$ cat src/rtl/pci_cfg_pkg.sv
package pci_cfg_pkg;

  localparam logic [3:0] CMD_IO_RD    = 4'b0010;
  localparam logic [3:0] CMD_IO_WR    = 4'b0011;
  localparam logic [3:0] CMD_MEM_RD   = 4'b0110;
  localparam logic [3:0] CMD_MEM_WR   = 4'b0111;
  localparam logic [3:0] CMD_CFG_RD   = 4'b1010;
  localparam logic [3:0] CMD_CFG_WR   = 4'b1011;
  localparam logic [3:0] CMD_MEM_RDM  = 4'b1100;
  localparam logic [3:0] CMD_MEM_RDL  = 4'b1110;
  localparam logic [3:0] CMD_MEM_WRI  = 4'b1111;

  localparam logic [5:0] IDX_ID     = 6'd0;
  localparam logic [5:0] IDX_CMDSTS = 6'd1;
  localparam logic [5:0] IDX_CLASS  = 6'd2;
  localparam logic [5:0] IDX_MEMBAR = 6'd4;
  localparam logic [5:0] IDX_IOBAR  = 6'd5;

  localparam logic [15:0] STATUS_VALUE = 16'h0400;

  typedef enum logic [1:0] {SP_NONE, SP_MEM, SP_IO, SP_CFG} space_e;

  function automatic logic [31:0] size_mask(input int unsigned log2);
    return 32'hFFFF_FFFF << log2;
  endfunction

  function automatic logic [31:0] merge_bytes(input logic [31:0] old_w,
                                              input logic [31:0] new_w,
                                              input logic [3:0]  be_n);
    logic [31:0] r;
    for (int b = 0; b < 4; b++)
      r[b*8 +: 8] = be_n[b] ? old_w[b*8 +: 8] : new_w[b*8 +: 8];
    return r;
  endfunction

  function automatic logic window_hit(input logic [31:0] addr,
                                      input logic [31:0] base,
                                      input logic [31:0] mask);
    return ((addr ^ base) & mask) == 32'h0;
  endfunction

  function automatic space_e classify(input logic [3:0] cmd);
    case (cmd)
      CMD_MEM_RD, CMD_MEM_WR, CMD_MEM_RDM, CMD_MEM_RDL, CMD_MEM_WRI: return SP_MEM;
      CMD_IO_RD, CMD_IO_WR:                                          return SP_IO;
      CMD_CFG_RD, CMD_CFG_WR:                                        return SP_CFG;
      default:                                                       return SP_NONE;
    endcase
  endfunction

endpackage

$ cat src/rtl/pci_cfg_addr_dec.sv
module pci_cfg_addr_dec
  import pci_cfg_pkg::*;
#(
  parameter int unsigned MEM_SIZE_LOG2 = 12,
  parameter int unsigned IO_SIZE_LOG2  = 4
) (
  input  logic        clk,
  input  logic        rst_n,
  input  logic        addr_phase,
  input  logic [31:0] ad_in,
  input  logic [3:0]  cbe_n,
  input  logic        idsel,
  input  logic        data_phase,
  input  logic        mem_en,
  input  logic        io_en,
  input  logic [31:0] mem_base,
  input  logic [31:0] io_base,
  output logic        cfg_hit,
  output logic        mem_hit,
  output logic        io_hit,
  output logic [5:0]  cfg_idx,
  output logic        cfg_wr_fire
);

  localparam logic [31:0] MEM_MASK = size_mask(MEM_SIZE_LOG2);
  localparam logic [31:0] IO_MASK  = size_mask(IO_SIZE_LOG2);

  space_e space;
  logic   cfg_take, mem_take, io_take;
  logic   wr_pend;

  always_comb begin
    space    = classify(cbe_n);
    cfg_take = addr_phase && space == SP_CFG && idsel && ad_in[1:0] == 2'b00;
    mem_take = addr_phase && space == SP_MEM && mem_en && window_hit(ad_in, mem_base, MEM_MASK);
    io_take  = addr_phase && space == SP_IO && io_en && window_hit(ad_in, io_base, IO_MASK);
  end

  always_ff @(posedge clk) begin
    if (!rst_n) begin
      cfg_hit <= 1'b0;
      mem_hit <= 1'b0;
      io_hit  <= 1'b0;
      cfg_idx <= '0;
      wr_pend <= 1'b0;
    end else begin
      cfg_hit <= cfg_take;
      mem_hit <= mem_take;
      io_hit  <= io_take;
      if (cfg_take) cfg_idx <= ad_in[7:2];
      if (addr_phase)      wr_pend <= cfg_take && cbe_n == CMD_CFG_WR;
      else if (data_phase) wr_pend <= 1'b0;
    end
  end

  assign cfg_wr_fire = wr_pend && data_phase;

endmodule

$ cat src/rtl/pci_cfg_regs.sv
module pci_cfg_regs
  import pci_cfg_pkg::*;
#(
  parameter logic [15:0] VENDOR_ID     = 16'h1234,
  parameter logic [15:0] DEVICE_ID     = 16'hFACE,
  parameter logic [23:0] CLASS_CODE    = 24'h020000,
  parameter logic [7:0]  REV_ID        = 8'h01,
  parameter int unsigned MEM_SIZE_LOG2 = 12,
  parameter int unsigned IO_SIZE_LOG2  = 4
) (
  input  logic        clk,
  input  logic        rst_n,
  input  logic        wr_fire,
  input  logic [5:0]  idx,
  input  logic [31:0] wdata,
  input  logic [3:0]  be_n,
  output logic [31:0] rd_data,
  output logic        mem_en,
  output logic        io_en,
  output logic [31:0] mem_base,
  output logic [31:0] io_base
);

  localparam logic [31:0] MEM_MASK = size_mask(MEM_SIZE_LOG2);
  localparam logic [31:0] IO_MASK  = size_mask(IO_SIZE_LOG2);

  logic [1:0]  cmd_bits;
  logic [31:0] cur_word, next_word;

  always_comb begin
    case (idx)
      IDX_ID:     cur_word = {DEVICE_ID, VENDOR_ID};
      IDX_CMDSTS: cur_word = {STATUS_VALUE, 14'h0, cmd_bits};
      IDX_CLASS:  cur_word = {CLASS_CODE, REV_ID};
      IDX_MEMBAR: cur_word = mem_base;
      IDX_IOBAR:  cur_word = io_base | 32'h1;
      default:    cur_word = 32'h0;
    endcase
    next_word = merge_bytes(cur_word, wdata, be_n);
  end

  always_ff @(posedge clk) begin
    if (!rst_n) begin
      cmd_bits <= 2'b00;
      mem_base <= 32'h0;
      io_base  <= 32'h0;
    end else if (wr_fire) begin
      case (idx)
        IDX_CMDSTS: cmd_bits <= next_word[1:0];
        IDX_MEMBAR: mem_base <= next_word & MEM_MASK;
        IDX_IOBAR:  io_base  <= next_word & IO_MASK;
        default: ;
      endcase
    end
  end

  assign rd_data = cur_word;
  assign io_en   = cmd_bits[0];
  assign mem_en  = cmd_bits[1];

endmodule

$ cat src/rtl/pci_cfg_decoder.sv
module pci_cfg_decoder #(
  parameter logic [15:0] VENDOR_ID     = 16'h1234,
  parameter logic [15:0] DEVICE_ID     = 16'hFACE,
  parameter logic [23:0] CLASS_CODE    = 24'h020000,
  parameter logic [7:0]  REV_ID        = 8'h01,
  parameter int unsigned MEM_SIZE_LOG2 = 12,
  parameter int unsigned IO_SIZE_LOG2  = 4
) (
  input  logic        clk,
  input  logic        rst_n,
  input  logic        addr_phase,
  input  logic [31:0] ad_in,
  input  logic [3:0]  cbe_n,
  input  logic        idsel,
  input  logic        data_phase,
  output logic [31:0] rd_data,
  output logic        cfg_hit,
  output logic        mem_hit,
  output logic        io_hit
);

  logic        mem_en, io_en, cfg_wr_fire;
  logic [31:0] mem_base, io_base;
  logic [5:0]  cfg_idx;

  pci_cfg_addr_dec #(
    .MEM_SIZE_LOG2(MEM_SIZE_LOG2),
    .IO_SIZE_LOG2 (IO_SIZE_LOG2)
  ) u_dec (
    .clk        (clk),
    .rst_n      (rst_n),
    .addr_phase (addr_phase),
    .ad_in      (ad_in),
    .cbe_n      (cbe_n),
    .idsel      (idsel),
    .data_phase (data_phase),
    .mem_en     (mem_en),
    .io_en      (io_en),
    .mem_base   (mem_base),
    .io_base    (io_base),
    .cfg_hit    (cfg_hit),
    .mem_hit    (mem_hit),
    .io_hit     (io_hit),
    .cfg_idx    (cfg_idx),
    .cfg_wr_fire(cfg_wr_fire)
  );

  pci_cfg_regs #(
    .VENDOR_ID    (VENDOR_ID),
    .DEVICE_ID    (DEVICE_ID),
    .CLASS_CODE   (CLASS_CODE),
    .REV_ID       (REV_ID),
    .MEM_SIZE_LOG2(MEM_SIZE_LOG2),
    .IO_SIZE_LOG2 (IO_SIZE_LOG2)
  ) u_regs (
    .clk     (clk),
    .rst_n   (rst_n),
    .wr_fire (cfg_wr_fire),
    .idx     (cfg_idx),
    .wdata   (ad_in),
    .be_n    (cbe_n),
    .rd_data (rd_data),
    .mem_en  (mem_en),
    .io_en   (io_en),
    .mem_base(mem_base),
    .io_base (io_base)
  );

endmodule

$ cat config.mk
export PLATFORM = sky130hd
export DESIGN_NAME = pci_cfg_decoder
export DESIGN_NICKNAME = d
export VERILOG_FILES = /design/src/rtl/pci_cfg_pkg.sv /design/src/rtl/pci_cfg_addr_dec.sv /design/src/rtl/pci_cfg_regs.sv /design/src/rtl/pci_cfg_decoder.sv
export SDC_FILE = /design/constraint.sdc
export NUM_CORES = 1
export LEC_CHECK = 0
export BUFFER_PORTS_ARGS = -buffer_cell sky130_fd_sc_hd__buf_4
export CORE_ASPECT_RATIO = 2
export CORE_MARGIN = 5
export CORE_UTILIZATION = 59
export CTS_CLUSTER_DIAMETER = 200
export DETAILED_ROUTE_END_ITERATION = 8
export PLACE_DENSITY = 0.86
export SLEW_MARGIN = 30
export SYNTH_ARGS = -nofsm -noshare
export SYNTH_HDL_FRONTEND = slang
export SYNTH_SLANG_ARGS = --single-unit
$ cat constraint.sdc
create_clock -name clk -period 4.6 [get_ports clk]
set_input_delay 0.23 -clock clk [delete_from_list [all_inputs] [get_ports clk]]
set_output_delay 0.23 -clock clk [all_outputs]
set_load 0.01 [all_outputs]
==> results.md <==
Status
• **outcome** finished clean

Yosys
• **Main synth FF type** dfxtp_1
• **cell types occupying the most area after synthesis** dfxtp_1 (34%), xor2_1 (10%), a31oi_1 (7.3%)
• **Async S/R FF share, synth** 0%
• **sequential element share of the synthesized area** 34.2%
• **Synth Net Count** 465
• **adder-cell area share of the yosys netlist** 0%
• **number of enable-type register cells in the synthesized netlist** 0
• **mux cell area share after synthesis** 6.27%
• **Yosys top cell by area** dfxtp_1
• **top-area cell type share of the netlist area** 34.2%
• **fraction of the mapped netlist area in compound gates** 19.6%
• **fraction of the mapped netlist area in simple logic gates** 23.6%
• **post-synthesis share of cell area spent on xor and xnor gates** 12.0%
• **total standard cell area after synthesis** 3510 um2
• **Unique masters post-synth** 44
• **cell count after synthesis** 424
• **combinational family with the most area after synthesis** simple AND/OR/NAND/NOR gates
• **Post-Syn Area per Cell** 8.29 um2
• **number of warning messages in the yosys log** 0
• **FF+latch count, synth** 60

Cells and area
• **multi-input logic area** 2170 um2
• **most frequent cells in the layout** buf_4 (78), dfxtp_1 (60), a31oi_1 (41), xor2_1 (41), nor2_1 (39)
• **fill cell total of the finished layout** 446
• **area growth from synthesis to final layout** 22.2%
• **layout cells sized above 1** 20.7%
• **leading cell type in the layout, fill and taps excluded** buf_4
• **sequential cell area in the final layout** 1200 um2
• **count of inserted antenna diode cells** 0
• **final net count** 522
• **post-route standard cell area excluding fillers** 4290 um2

Floorplanning
• **floorplan die area** 7690 um2
• **Die X-Extent** 64.6 um
• **initial cell density of the core** 61.0%
• **Top-Level Pins** 76
• **core outline area** 5760 um2
• **standard-cell row count** 39
• **vertical die dimension** 119 um

Pwr
• **Pleak** 1.75 nW
• **Pwr per Cell Area** 284 nW/um2
• **Peak VDD IR** 267 uV

Critical path
• **data arrival time of the critical path** 2.27 ns
• **type of element capturing the critical path** output pin
• **critical path required time** 4.37 ns
• **Crit Path Category** flop to output pin
• **critical path fanouts, max** 16
• **Setup crit start kind** flop

Detailed routing
• **antenna viol nets, final** 0
• **number of design rule violations left after detail routing** 0
• **post-detailed-routing wire length** 10400 um
• **vias post-DR** 3485
• **total iterations of the first detailed-routing run** 7
• **vias per cell** 6.42
• **DR iter-0 viols** 345
• **routed length per instance** 19.2 um

Placement
• **final weighted congestion in routability-driven placement** 0.885
• **Port Buf Inserts** 74
• **placed wire-length estimate** 7350 um
• **standard cell area after detailed placement** 4050 um2

Clock tree
• **Num CTS Buffers** 9
• **clock root buffer** clkbuf_16
• **Longest Clk Path Bufs** 2
• **Hold-fix buffers, CTS** 0
• **clock transition at the registers of the reported paths** 0.05 ns
• **CTS-repair resized insts** 0
• **clock latency at the later pin of the worst-skew pair** 0.33 ns
• **post-CTS setup buffers** 0
• **clock tree sinks** 60
• **Clock H-tree levels** 3
• **clock tree from TritonCTS** done

STA
• **count of final hold-check violations** 0
• **pin slew with the least headroom to its limit** 0.763 ns
• **final critical-path required period** 2.50 ns
• **Final TNS setup** 0 ns
• **worst clock skew** 0.00629 ns
• **setup repair after global routing missed its margin** false
• **count of pins over their slew limit** 0
• **ratio of final minimum period to clock period** 54.4%
• **Max Clk Rate** 0.400 GHz
• **headroom to the max-slew limit** 49.2%
• **number of setup violations in the final report** 0

GRT
• **number of antenna violations at the first check in global routing** 0
• **via count of the first global-routing pass** 3421
• **Total Routing Usage GR** 28.2%
• **pin count of the biggest net entering global routing** 47
• **overall overflow remaining after global route** 0
• **first-pass GRT wire length** 16800 um

Run
• **max-capacitance violation count** 0

Worst hold path
• **Hold Path Class** input port to flop

## registers in the layout, summed over array words and instances (netlist names)
signal,count
u_dec.mem_hit,1
u_regs.io_base,28
u_dec.cfg_idx,6
u_dec.wr_pend,1
u_dec.io_hit,1
u_regs.cmd_bits,2
u_dec.cfg_hit,1
u_regs.mem_base,20
## cell usage after synthesis, types with 3 or more instances
master	instances
nor4_1	10
nor2b_1	3
nand2_1	33
nor3_2	3
nor3b_1	7
nand4_1	5
dfxtp_1	60
nor3_1	7
a31oi_1	41
a221oi_1	4
and2_1	6
mux2i_1	22
buf_2	9
nand4b_1	6
a211oi_2	5
clkbuf_1	19
o21ai_1	9
or3_1	3
nor2_1	39
xor2_1	41
nand2b_1	18
o211ai_1	3
o21ai_0	32
inv_1	3
xnor2_1	7
nand3b_1	4
## final timing paths
kind	start	to	slack [ns]	cells past startpoint
setup reg to reg	u_dec.cfg_idx[1]$_SDFFE_PN0P_	u_regs.io_base[26]$_SDFFE_PN0P_	2.45	3
setup / recovery	u_dec.cfg_idx[1]$_SDFFE_PN0P_	rd_data[19]	2.10	3
hold / removal	ad_in[3]	u_dec.cfg_idx[1]$_SDFFE_PN0P_	0.16	3
hold reg to reg	u_regs.cmd_bits[1]$_SDFFE_PN0P_	u_regs.cmd_bits[1]$_SDFFE_PN0P_	0.53	2
## critical path, stage by stage (launching register included)
cell      delay, ns
dfxtp_1        0.36
or4_1          0.91
a221oi_1       0.46
buf_4          0.20
## through the flow
step | setup WS (ns) | total power [mW] | instances | hold slack [ns] | util, %
finish | 2.10 | 1.22 | 543 | 0.159 | 74.5
CTS | 2.10 | 1.23 | 543 | 0.146 | 74.5
detailed placement | 2.47 | 0.647 | 531 | 0.492 | 70.3
global route | 1.98 | 1.26 | 543 | 0.149 | 74.5
floorplan | 2.64 | 0.587 | 424 | 0.374 | -
global placement | 2.46 | 0.645 | 531 | 0.475 | 70.3
## layer usage
metal	vias to the layer above	share of wire, %	track usage (%)
li1	1633	-	-
met1	1645	37	30.4
met2	163	53	48.9
met3	44	5.7	6.50
met4	0	4.4	16.7
met5	-	0	0
## area by class of cell
cell class | count | share of cell area (%)
multi-input combinational | 329 | 50.6
sequential | 60 | 28.0
timing repair buffer | 78 | 13.6
clock buffer | 12 | 5.74
tap | 61 | 1.78
inverter | 3 | 0.262
## power by group
| group | leakage [nW] | total [mW] | internal, mW | switching, mW |
|---|---|---|---|---|
| Sequential | 0.483 | 0.522 | 0.521 | 0.000434 |
| Combinational | 1.15 | 0.118 | 0.0504 | 0.0673 |
| Clock | 0.120 | 0.581 | 0.366 | 0.215 |
## cell families (layout without fill, tap and decap cells)
logic type	Yosys count	in the layout
xor gates and xnor gates	48	48
DFF	60	60
other	1	1
and+or+nand+nor	151	151
AOI/OAI and AO/OA	107	107
muxes	22	22
buffers and inverters	35	93
Note: power is estimated with default switching activity, not from simulation.
